$ cat config.mk
export PLATFORM = sky130hd
export DESIGN_NAME = spi_sram_front
export DESIGN_NICKNAME = d
export VERILOG_FILES = /design/src/rtl/spi_sram_pkg.sv /design/src/rtl/sram_fe_sck_edge.sv /design/src/rtl/sram_fe_addr_seq.sv /design/src/rtl/sram_fe_regs.sv /design/src/rtl/spi_sram_front.sv
export SDC_FILE = /design/constraint.sdc
export NUM_CORES = 1
export LEC_CHECK = 0
export BUFFER_PORTS_ARGS = -buffer_cell sky130_fd_sc_hd__clkbuf_2
export CAP_MARGIN = 20
export CORE_ASPECT_RATIO = 1.5
export CORE_UTILIZATION = 40
export DETAILED_ROUTE_END_ITERATION = 10
export GPL_ROUTABILITY_DRIVEN = 1
export PLACE_DENSITY = 0.6
export SYNTH_ARGS = -nofsm -noshare
export SYNTH_HDL_FRONTEND = slang
export SYNTH_HIERARCHICAL = 1
export SYNTH_SLANG_ARGS = --single-unit
$ cat constraint.sdc
create_clock -name clk -period 3.83 [get_ports clk]
set_clock_uncertainty 0.1 [all_clocks]
set_input_delay 0.9575 -clock clk [delete_from_list [all_inputs] [get_ports clk]]
set_output_delay 0.9575 -clock clk [all_outputs]
set_load 0.02 [all_outputs]
$ cat src/rtl/spi_sram_pkg.sv
package spi_sram_pkg;

    typedef enum logic [2:0] {
        ST_IDLE,
        ST_CMD,
        ST_ADDR,
        ST_RDATA,
        ST_WDATA,
        ST_REGOUT,
        ST_SETSTAT,
        ST_DISCARD
    } fe_state_t;

    typedef enum logic [1:0] {
        BM_SINGLE = 2'b00,
        BM_PAGE   = 2'b01,
        BM_LINEAR = 2'b10,
        BM_WINDOW = 2'b11
    } burst_mode_t;

    localparam logic [7:0] CMD_READ  = 8'h03;
    localparam logic [7:0] CMD_WRITE = 8'h02;
    localparam logic [7:0] CMD_RDST  = 8'h05;
    localparam logic [7:0] CMD_WRST  = 8'h01;
    localparam logic [7:0] CMD_RDSZ  = 8'h0E;

endpackage

$ cat src/rtl/sram_fe_sck_edge.sv
module sram_fe_sck_edge (
    input  logic clk,
    input  logic rst_n,
    input  logic sck,
    input  logic cs_n,
    input  logic hold_pause,
    input  logic hold_off,
    output logic rise,
    output logic fall,
    output logic paused
);
    logic sck_q;

    always_ff @(posedge clk) begin
        if (!rst_n) sck_q <= 1'b0;
        else        sck_q <= sck;
    end

    always_comb begin
        paused = hold_pause & ~hold_off & ~cs_n;
        rise   = sck & ~sck_q & ~cs_n & ~paused;
        fall   = ~sck & sck_q & ~cs_n & ~paused;
    end
endmodule

$ cat src/rtl/sram_fe_addr_seq.sv
module sram_fe_addr_seq
    import spi_sram_pkg::*;
#(
    parameter int ADDR_W = 16,
    parameter int PAGE_W = 5
) (
    input  logic              clk,
    input  logic              rst_n,
    input  burst_mode_t       mode,
    input  logic              load,
    input  logic [ADDR_W-1:0] start,
    input  logic              step,
    output logic [ADDR_W-1:0] cur
);
    logic [ADDR_W-1:0] base_q;
    logic [ADDR_W-1:0] nxt;

    always_comb begin
        unique case (mode)
            BM_SINGLE: nxt = cur;
            BM_PAGE:   nxt = {cur[ADDR_W-1:PAGE_W], cur[PAGE_W-1:0] + 1'b1};
            BM_LINEAR: nxt = cur + 1'b1;
            BM_WINDOW: nxt = (&cur) ? base_q : cur + 1'b1;
            default:   nxt = cur;
        endcase
    end

    always_ff @(posedge clk) begin
        if (!rst_n) begin
            cur    <= '0;
            base_q <= '0;
        end else if (load) begin
            cur    <= (mode == BM_LINEAR) ? {start[ADDR_W-1:PAGE_W], {PAGE_W{1'b0}}} : start;
            base_q <= start;
        end else if (step) begin
            cur <= nxt;
        end
    end

    p_page_stay_r5: assert property (@(posedge clk) disable iff (!rst_n)
        (step && !load && mode == BM_PAGE) |=> cur[ADDR_W-1:PAGE_W] == $past(cur[ADDR_W-1:PAGE_W]));

    p_linear_base_r6: assert property (@(posedge clk) disable iff (!rst_n)
        (load && mode == BM_LINEAR) |=> cur[PAGE_W-1:0] == '0);

    p_window_wrap_r7: assert property (@(posedge clk) disable iff (!rst_n)
        (step && !load && mode == BM_WINDOW && (&cur)) |=> cur == $past(base_q));
endmodule

$ cat src/rtl/sram_fe_regs.sv
module sram_fe_regs
    import spi_sram_pkg::*;
#(
    parameter logic [1:0] SIZE_CODE = 2'b11
) (
    input  logic        clk,
    input  logic        rst_n,
    input  logic        wr_en,
    input  logic [1:0]  wr_mode,
    input  logic        wr_hold_off,
    output burst_mode_t mode,
    output logic        hold_off,
    output logic [7:0]  status,
    output logic [7:0]  size_reg
);
    always_ff @(posedge clk) begin
        if (!rst_n) begin
            mode     <= BM_SINGLE;
            hold_off <= 1'b0;
        end else if (wr_en) begin
            mode     <= burst_mode_t'(wr_mode);
            hold_off <= wr_hold_off;
        end
    end

    assign status   = {mode, 5'b00000, hold_off};
    assign size_reg = {6'b000000, SIZE_CODE};

    p_stat_keep_r8: assert property (@(posedge clk) disable iff (!rst_n)
        !wr_en |=> $stable(status));
endmodule

$ cat src/rtl/spi_sram_front.sv
module spi_sram_front
    import spi_sram_pkg::*;
#(
    parameter int         ADDR_W    = 16,
    parameter int         PAGE_W    = 5,
    parameter logic [1:0] SIZE_CODE = 2'b11
) (
    input  logic              clk,
    input  logic              rst_n,
    input  logic              sck,
    input  logic              cs_n,
    input  logic              si,
    input  logic              hold_pause,
    output logic              so,
    output logic              so_oe,
    output logic [ADDR_W-1:0] mem_addr,
    output logic              mem_re,
    output logic              mem_we,
    output logic [7:0]        mem_wdata,
    input  logic [7:0]        mem_rdata
);
    localparam int BYTE_W = 8;
    localparam int BCNT_W = $clog2(BYTE_W);
    localparam int ACNT_W = $clog2(ADDR_W);

    logic rise, fall, paused, hold_off;
    burst_mode_t mode;
    logic [7:0] status, size_reg;

    fe_state_t state, state_nx;
    logic [BCNT_W-1:0] bit_cnt;
    logic [ACNT_W-1:0] adr_cnt;
    logic [BYTE_W-2:0] shin;
    logic [ADDR_W-2:0] adr_sh;
    logic [7:0] rd_buf, tx_sh, wbyte_q;
    logic so_q, oe_q, fetch_pend, cap_pend, wr_pend, first_done, is_read, reg_is_size;

    logic [7:0] in_byte;
    logic [ADDR_W-1:0] seq_start;
    logic byte_end, adr_end, seq_load, seq_step, stat_we;

    assign in_byte   = {shin, si};
    assign seq_start = {adr_sh, si};
    assign byte_end  = rise && (bit_cnt == '1);
    assign adr_end   = rise && (adr_cnt == ACNT_W'(ADDR_W - 1));
    assign seq_load  = adr_end && (state == ST_ADDR);
    assign seq_step  = fetch_pend | wr_pend;
    assign stat_we   = byte_end && (state == ST_SETSTAT);

    sram_fe_sck_edge i_edge (
        .clk        (clk),
        .rst_n      (rst_n),
        .sck        (sck),
        .cs_n       (cs_n),
        .hold_pause (hold_pause),
        .hold_off   (hold_off),
        .rise       (rise),
        .fall       (fall),
        .paused     (paused)
    );

    sram_fe_regs #(.SIZE_CODE(SIZE_CODE)) i_regs (
        .clk         (clk),
        .rst_n       (rst_n),
        .wr_en       (stat_we),
        .wr_mode     (in_byte[7:6]),
        .wr_hold_off (in_byte[0]),
        .mode        (mode),
        .hold_off    (hold_off),
        .status      (status),
        .size_reg    (size_reg)
    );

    sram_fe_addr_seq #(.ADDR_W(ADDR_W), .PAGE_W(PAGE_W)) i_seq (
        .clk   (clk),
        .rst_n (rst_n),
        .mode  (mode),
        .load  (seq_load),
        .start (seq_start),
        .step  (seq_step),
        .cur   (mem_addr)
    );

    // state register
    always_ff @(posedge clk) begin
        if (!rst_n) state <= ST_IDLE;
        else        state <= state_nx;
    end

    // transitions
    always_comb begin
        state_nx = state;
        if (cs_n) begin
            state_nx = ST_IDLE;
        end else begin
            unique case (state)
                ST_IDLE: state_nx = ST_CMD;
                ST_CMD: begin
                    if (byte_end) begin
                        case (in_byte)
                            CMD_READ, CMD_WRITE: state_nx = ST_ADDR;
                            CMD_RDST, CMD_RDSZ:  state_nx = ST_REGOUT;
                            CMD_WRST:            state_nx = ST_SETSTAT;
                            default:             state_nx = ST_DISCARD;
                        endcase
                    end
                end
                ST_ADDR:    if (adr_end)  state_nx = is_read ? ST_RDATA : ST_WDATA;
                ST_SETSTAT: if (byte_end) state_nx = ST_DISCARD;
                default:    state_nx = state;
            endcase
        end
    end

    // datapath and outputs
    always_ff @(posedge clk) begin
        if (!rst_n) begin
            bit_cnt <= '0; adr_cnt <= '0; shin <= '0; adr_sh <= '0;
            rd_buf <= '0; tx_sh <= '0; wbyte_q <= '0;
            so_q <= 1'b0; oe_q <= 1'b0; fetch_pend <= 1'b0; cap_pend <= 1'b0;
            wr_pend <= 1'b0; first_done <= 1'b0; is_read <= 1'b0; reg_is_size <= 1'b0;
        end else begin
            fetch_pend <= 1'b0;
            wr_pend    <= 1'b0;
            cap_pend   <= fetch_pend;
            if (cap_pend) rd_buf <= mem_rdata;
            if (cs_n) begin
                bit_cnt    <= '0;
                adr_cnt    <= '0;
                oe_q       <= 1'b0;
                first_done <= 1'b0;
            end else begin
                if (rise) begin
                    shin <= in_byte[BYTE_W-2:0];
                    unique case (state)
                        ST_IDLE: ;
                        ST_CMD: begin
                            bit_cnt <= bit_cnt + 1'b1;
                            if (byte_end) begin
                                is_read     <= (in_byte == CMD_READ);
                                reg_is_size <= (in_byte == CMD_RDSZ);
                                rd_buf      <= (in_byte == CMD_RDSZ) ? size_reg : status;
                            end
                        end
                        ST_ADDR: begin
                            adr_sh  <= seq_start[ADDR_W-2:0];
                            adr_cnt <= adr_cnt + 1'b1;
                            if (adr_end) fetch_pend <= is_read;
                        end
                        ST_RDATA: begin
                            bit_cnt <= bit_cnt + 1'b1;
                            if (byte_end) begin
                                first_done <= 1'b1;
                                if (mode != BM_SINGLE) fetch_pend <= 1'b1;
                            end
                        end
                        ST_WDATA: begin
                            bit_cnt <= bit_cnt + 1'b1;
                            if (byte_end) begin
                                first_done <= 1'b1;
                                if (mode != BM_SINGLE || !first_done) begin
                                    wr_pend <= 1'b1;
                                    wbyte_q <= in_byte;
                                end
                            end
                        end
                        ST_REGOUT: begin
                            bit_cnt <= bit_cnt + 1'b1;
                            if (byte_end) rd_buf <= reg_is_size ? size_reg : status;
                        end
                        default: bit_cnt <= bit_cnt + 1'b1;
                    endcase
                end
                if (fall && (state == ST_RDATA || state == ST_REGOUT)) begin
                    if (bit_cnt == '0) begin
                        if (state == ST_RDATA && mode == BM_SINGLE && first_done) begin
                            oe_q <= 1'b0;
                        end else begin
                            so_q  <= rd_buf[7];
                            tx_sh <= {rd_buf[6:0], 1'b0};
                            oe_q  <= 1'b1;
                        end
                    end else begin
                        so_q  <= tx_sh[7];
                        tx_sh <= {tx_sh[6:0], 1'b0};
                    end
                end
            end
        end
    end

    assign so        = so_q;
    assign so_oe     = oe_q & ~paused & ~cs_n;
    assign mem_re    = fetch_pend;
    assign mem_we    = wr_pend;
    assign mem_wdata = wbyte_q;

    p_cs_ends_r11: assert property (@(posedge clk) disable iff (!rst_n)
        cs_n |=> (state == ST_IDLE && !oe_q));

    p_pause_freeze_r12: assert property (@(posedge clk) disable iff (!rst_n)
        paused |=> (cs_n || $stable(bit_cnt)));

    p_so_on_fall_r2: assert property (@(posedge clk) disable iff (!rst_n)
        !fall |=> $stable(so_q));

    p_discard_quiet_r1: assert property (@(posedge clk) disable iff (!rst_n)
        (state == ST_DISCARD) |-> !oe_q);

    p_one_access_r3: assert property (@(posedge clk) disable iff (!rst_n)
        !(mem_re && mem_we));
endmodule

==> flow_summary.ini, run 1 <==
[run_status]
status = complete, no violations

[detailed_routing]
drc = 0
drt_wl_total_mm = 12.8
wl_per_cell_um = 16.5
viasPerCell = 5.58
dr.pass1.iters = 4
vias = 4335
postRouteAntennaNets = 0
drt-initial-drc-count = 171

[global_route]
grtUsageMet2_pct = 35.7
grt_use_met3_pct = 4.26
grt_antenna_before_repair = 0
track_usage_pct = 20.0
grt_overflow = 0
grt_max_degree = 32
met1_usage_pct = 23.0
grt.busiest_layer = met2
grt_first_pass_wirelength_mm = 20.9
grt_pass1_vias = 4272

[critical_path]
cp_data_arrival_time_ns = 3.34
cp.required_ns = 4.00
max_stage_delay_ns = 0.40
cp-start-kind = primary input
critical_path_class = in2reg
critPathSlowestCell = nand2_1
r2r_start = i_regs/hold_off$_SDFFE_PN0P_
crit_buf_inv = 2
reg2reg_to = i_seq/cur[13]$_SDFFE_PN0P_
rrSetupSlack_ns = 1.05
critPathCaptureType = register
critPathTopFamily = simple AND/OR/NAND/NOR gates
worstPathCellList = clkbuf_2, nor4b_2, nand4_1, nor3_2, clkinv_1, nand2_1, o21ai_0, a31o_2, a31oi_1
rr_worst_depth = 9
cp_max_fo = 13

[pwr]
max-vdd-ir-drop_mv = 0.185
p_leak_nw = 2.14
p_per_area_mw_per_mm2 = 369
total_power_mw = 2.10

[sta]
max_freq_ghz = 0.315
fin_hold_ws_ns = 0.365
setup_ws_ns = 0.653
worst_pin_slew_ns = 0.691
finalSetupTns_ns = 0
grt_setup_unrepaired = false
setup_viol = 0
min_period_over_period_pct = 82.9
maxSlewViolCount = 0
relSlewSlack_pct = 53.9
min_period_ns = 3.18
hold_viol_final = 0

[clock_tree]
cts_tree = built
clock_latency_ns = 0.35
cts.reportedPaths.clkPinSlew_ns = 0.07
cts-root-buf = clkbuf_16
cts_setup_buffers = 0
cts_max_path_buffers = 2
clock_sinks = 99
cts_made_buffers = 9
htree_levels = 3
cts_resized = 0
cts_hold_buffers = 0

[logic_synthesis]
synth_edf_count = 0
synth.avg_cell_area_sq_um = 8.67
ys_seq_elements = 99
ys_seq_area_share_pct = 38.5
ys_async_sr_fraction_pct = 0
synthesis.area_sq_mm = 0.00515
yosysWarnings = 6
synthDistinctLibCells = 76
synth_ff_type = dfxtp_1
synthCells = 594

[layout]
final_core_util_pct = 45.5
layout_common_cells = dfxtp_1 (99), nand2_1 (80), a21oi_1 (53)
final_common_cell = dfxtp_1
diodes = 0
final_nets = 635
fin_area_sq_mm = 0.00570
area_growth_pct = 10.5
fillers = 1239
multiInputGateArea_sq_mm = 0.00288
seq_area_sq_mm = 0.00198
stdcell_count = 777
drive_gt1_share_pct = 17.4

[run]
drv_cap = 0

[min_path]
worstHoldEndpoint = i_seq/base_q[12]$_SDFFE_PN0P_
whs_path_depth = 2
hold_path.startpoint = i_seq/base_q[12]$_SDFFE_PN0P_
hold_path.class = reg2reg

[floorplan]
die_area_sq_mm = 0.0133
ioPinCount = 42
rows = 50
die_w_um = 94.7
die_y_um = 141
core_area_sq_mm = 0.0125
start_util_pct = 41.2

[place]
post-place-ws_ns = 0.352
place_inst = 761
io_buffers = 41
dpl_cell_area_sq_mm = 0.00536
dp_hpwl_mm = 9.25
gp_congestion = 0.858
[cell families after synthesis]
kind of cell | Yosys count | share of synthesized area [%]
other | 2 | 0.146
buffers and inverters | 60 | 6.70
AO/OA/AOI/OAI | 131 | 16.1
flip-flops | 99 | 38.5
multiplexers | 63 | 12.5
XOR/XNOR | 11 | 1.87
AND/OR/NAND/NOR | 223 | 23.0
adder cells (fa/ha/maj) | 5 | 1.21
[worst max-delay path by stage]
| stage | from | to | slack [ns] | depth (start not counted) |
|---|---|---|---|---|
| final | cs_n | i_seq/cur[13]$_SDFFE_PN0P_ | 0.65 | 9 |
| after global routing | cs_n | i_seq/cur[13]$_SDFFE_PN0P_ | 0.44 | 9 |
| after CTS | cs_n | i_seq/cur[13]$_SDFFE_PN0P_ | 0.71 | 9 |
| after detailed placement | cs_n | i_seq/cur[13]$_SDFFE_PN0P_ | 0.35 | 9 |
| after global placement | cs_n | i_seq/cur[13]$_SDFFE_PN0P_ | 0.49 | 9 |
| after floorplan | hold_pause | i_seq/cur[13]$_SDFFE_PN0P_ | 0.25 | 11 |
[Yosys cell counts, types with 3 or more instances]
cell      count  area share, %
buf_2         9           0.87
nand4_1       5           0.61
inv_1         9           0.66
a21oi_1      53            5.1
mux2i_1      52             10
nor4_2        3           0.73
nand3_2       3           0.58
a211oi_1      8            1.2
buf_4        19            2.8
nor3b_1       4           0.58
buf_6         5            1.1
nand3_1      23            2.2
nor2_1       50            3.6
and2_1        3           0.36
o22ai_1       8           0.97
dfxtp_1      99             38
nor3_1        5           0.49
nor4b_1       3           0.51
nor2b_1       7           0.85
a31oi_1      12            1.5
ha_1          5            1.2
o211ai_1      3           0.44
nand2_1      80            5.8
buf_1         3           0.22
o21ai_0      17            1.7
and3_1        5           0.61
nand2b_1      6           0.73
xnor2_1       5           0.85
mux2_2       11            2.4
or3_1         3           0.36
clkbuf_1     13           0.95
xor2_1        6            1.0
[state kept, by name, summed over array words and instances, names as in the netlist, 2 cells and up]
| signal | count |
|---|---|
| adr_sh | 15 |
| mem_wdata | 8 |
| shin | 7 |
| bit_cnt | 3 |
| adr_cnt | 4 |
| i_seq/cur | 16 |
| rd_buf | 8 |
| i_regs/mode | 2 |
| i_seq/base_q | 16 |
| state | 3 |
| tx_sh | 7 |
[final cells by class]
class,count,share of cell area (%)
Clock inverter,6,1.67
Inverter,11,0.725
Tap cell,156,3.43
Timing Repair Buffer,49,4.66
Multi-Input combinational cell,446,50.5
Sequential cell,99,34.8
Clock buffer,10,4.20
[tightest hold or removal path, cell delays in order (launching register included)]
cell and delay (ns):
dfxtp_1 0.31, nand2_1 0.06, a21oi_1 0.05
[routing by layer]
metal / part of all wire [%] / wire length (um) / vias to the layer above
met5: 0 / 0 / -
met4: 1.8 / 232 / 0
met3: 3.8 / 486 / 18
met2: 52 / 6680 / 107
met1: 42 / 5380 / 2078
li1: - / - / 2132
[power breakdown]
part	switching (mW)	internal, mW	leakage, nW
Combinational	0.0371	0.0175	1.18
Clock	0.417	0.598	0.164
Sequential	0.00374	1.03	0.797
(Power assumes the default switching activity.)
==> run 2: changes to the inputs <==
ABC_AREA = 1   (was not set)
PLACE_DENSITY = 0.62   (was 0.6)
clock period = 2.7 ns   (was 3.83 ns; I/O delays follow)
==> run 2 against run 1 <==
Net effect: via count is 8.4% higher; die area grew 2.4%; critical path depth up 3; critical endpoint is now mem_wdata[4]$_SDFFE_PN0P_.
==> flow_summary.ini, run 2 <==
[pwr]
p_leak_nw = 2.47
combPwrFrac_pct = 4.4
seqPwrFrac_pct = 50.1
sw_frac_of_total_pct = 21.6
p_clk_share_pct = 45.5
max-vdd-ir-drop_mv = 0.295
internal-power_mw = 2.32
p_per_area_mw_per_mm2 = 507
p_sw_mw = 0.637

[sta]
worst_pin_slew_ns = 0.549
max_freq_ghz = 0.472
min_period_over_period_pct = 78.5
maxSlewViolCount = 0
grt_setup_unrepaired = false
finalSetupTns_ns = 0
setup_ws_ns = 0.581
min_period_ns = 2.12
hold_viol_final = 0
setup_viol = 0
relSlewSlack_pct = 63.1

[logic_synthesis]
synth_edf_count = 0
yosysWarnings = 6
yosysTopAreaCellShare_pct = 37.6
ys_seq_area_share_pct = 37.6
synth_area_leaders = dfxtp_1 (38%), nand2_1 (12%), o21ai_0 (7.3%), a21oi_1 (7.0%), nor2_1 (6.0%)
synth_ff_type = dfxtp_1
synthDistinctLibCells = 40
synthesis.area_sq_mm = 0.00528
synth_common_cells = nand2_1 (174), dfxtp_1 (99), nor2_1 (85), o21ai_0 (77), inv_1 (76)
synthCells = 772
synth.avg_cell_area_sq_um = 6.83
ys_async_sr_fraction_pct = 0
ys_seq_elements = 99
synth.largest_area_cell = dfxtp_1
synth.most_common_cell = nand2_1

[critical_path]
cp-start-kind = primary input
rr_worst_depth = 9
rrSetupSlack_ns = 0.59
cp_data_arrival_time_ns = 2.28
r2r_start = i_seq/cur[0]$_SDFFE_PN0P_
critical_path_class = in2reg
reg2reg_to = i_seq/cur[5]$_SDFFE_PN0P_
cp.required_ns = 2.87
critPathCaptureType = register
cp_max_fo = 15

[floorplan]
rows = 51
ioPinCount = 42
core_area_sq_mm = 0.0130
start_util_pct = 40.7
die_area_sq_mm = 0.0137
die_w_um = 95.8
die_y_um = 143

[detailed_routing]
vias = 4701
drt_wl_total_mm = 11.6
dr.pass1.iters = 4
viasPerCell = 4.87
postRouteAntennaNets = 0
drc = 0
wl_per_cell_um = 12.1
drt-initial-drc-count = 109

[global_route]
grt_antenna_before_repair = 0
grt_max_degree = 45
track_usage_pct = 18.3
grt_pass1_vias = 4388
grt_first_pass_wirelength_mm = 19.9
grt_overflow = 0

[place]
post-place-ws_ns = 0.237
gp_congestion = 0.791
io_buffers = 41
dp_hpwl_mm = 8.76

[clock_tree]
cts_max_path_buffers = 2
clock_latency_ns = 0.34
cts_setup_buffers = 0
cts_resized = 0
cts_hold_buffers = 0
cts_tree = built
cts_made_buffers = 9
clock_sinks = 99
htree_levels = 3
cts.reportedPaths.clkPinSlew_ns = 0.06
cts-root-buf = clkbuf_16

[min_path]
hold_path.startpoint = i_seq/base_q[1]$_SDFFE_PN0P_
hold_path.class = reg2reg
worstHoldEndpoint = i_seq/base_q[1]$_SDFFE_PN0P_
whs_path_depth = 2

[layout]
area_growth_pct = 10.4
top_regs = i_seq/base_q x16, i_seq/cur x16, adr_sh x15
drive_gt1_share_pct = 15.3
diodes = 0
fillers = 1358
layout_common_cells = nand2_1 (174), dfxtp_1 (99), nor2_1 (85)
final_common_cell = nand2_1
final_nets = 820

[run_status]
status = complete, no violations

[run]
drv_cap = 0
==> run 2: changes by cell type after synthesis, moves of 20 or more <==
cell     previous run  this run
o21ai_0            17        77
mux2i_1            52         0
a21oi_1            53        74
nand2_1            80       174
nand3_1            23        43
inv_1               9        76
nor2_1             50        85
==> run 2: cells by family (layout without fill, tap and decap cells) <==
family / count (synthesis) / in the layout / share of synthesized area, %
DFF: 99 / 99 / 37.6
adders and majority gates: 5 / 5 / 1.19
other: 2 / 13 / 0.142
muxes: 1 / 1 / 0.213
AOI/OAI and AO/OA: 174 / 174 / 18.0
xor gates and xnor gates: 9 / 9 / 1.49
buffers and inverters: 130 / 153 / 11.4
and+or+nand+nor: 352 / 352 / 30.0
==> run 2: how the worst max path moves through the flow <==
stage,startpoint,endpoint,slack [ns],cells after the start
detailed placement,cs_n,mem_wdata[5]$_SDFFE_PN0P_,0.24,12
floorplan,cs_n,i_seq/cur[13]$_SDFFE_PN0P_,0.44,11
CTS,i_seq/cur[0]$_SDFFE_PN0P_,i_seq/cur[5]$_SDFFE_PN0P_,0.56,9
global route,cs_n,i_seq/cur[14]$_SDFFE_PN0P_,0.33,13
finish,cs_n,mem_wdata[4]$_SDFFE_PN0P_,0.58,12
global placement,cs_n,i_seq/cur[8]$_SDFFE_PN0P_,0.29,13
==> run 2: power groups by stage <==
stage / logic [mW] / registers, mW / clock network [mW]
floorplan: 0.106 / 1.51 / 0
global placement: 0.129 / 1.51 / 0
detailed placement: 0.129 / 1.51 / 0
CTS: 0.129 / 1.48 / 1.39
global route: 0.148 / 1.48 / 1.44
finish: 0.129 / 1.48 / 1.34
==> run 2: routing by layer <==
layer  routed length [um]  up-vias  GRT usage (%)
li1                     -     2516              -
met1                 5150     2114           20.4
met2                 6040       55           34.1
met3                  221       16           2.93
met4                  223        0           6.44
met5                    0        -              0
==> run 2: stage by stage <==
step / instance area [sq um] / power, mW / hold slack [ns] / std cells / utilization (%)
2_1_floorplan: 5320 / 1.61 / 0.339 / 783 / -
3_3_place_gp: 5510 / 1.64 / 0.351 / 949 / 42.6
3_5_place_dp: 5510 / 1.64 / 0.352 / 949 / 42.6
4_1_cts: 5820 / 3.00 / 0.363 / 965 / 45.0
5_1_grt: 5820 / 3.07 / 0.375 / 965 / 45.0
6_report: 5820 / 2.95 / 0.361 / 965 / 45.0
==> run 2: worst max-delay path: stages <==
cell	delay, ns
clkbuf_2	0.14
nor2_1	0.11
nand2_1	0.05
nor2_1	0.18
inv_1	0.11
nor2_2	0.11
nand2_1	0.11
inv_1	0.09
nand4_1	0.20
inv_2	0.25
o21ai_0	0.11
a21oi_1	0.14
==> run 2: cell type report <==
cell class,count,area (sq um),area share (%)
multi-input cells,554,2730,46.9
inverters,87,327,5.61
repair buffers,50,273,4.68
flip-flops and latches,99,1980,34.0
well taps,159,199,3.42
clock inverters,5,77.6,1.33
clock buffers,11,233,4.00
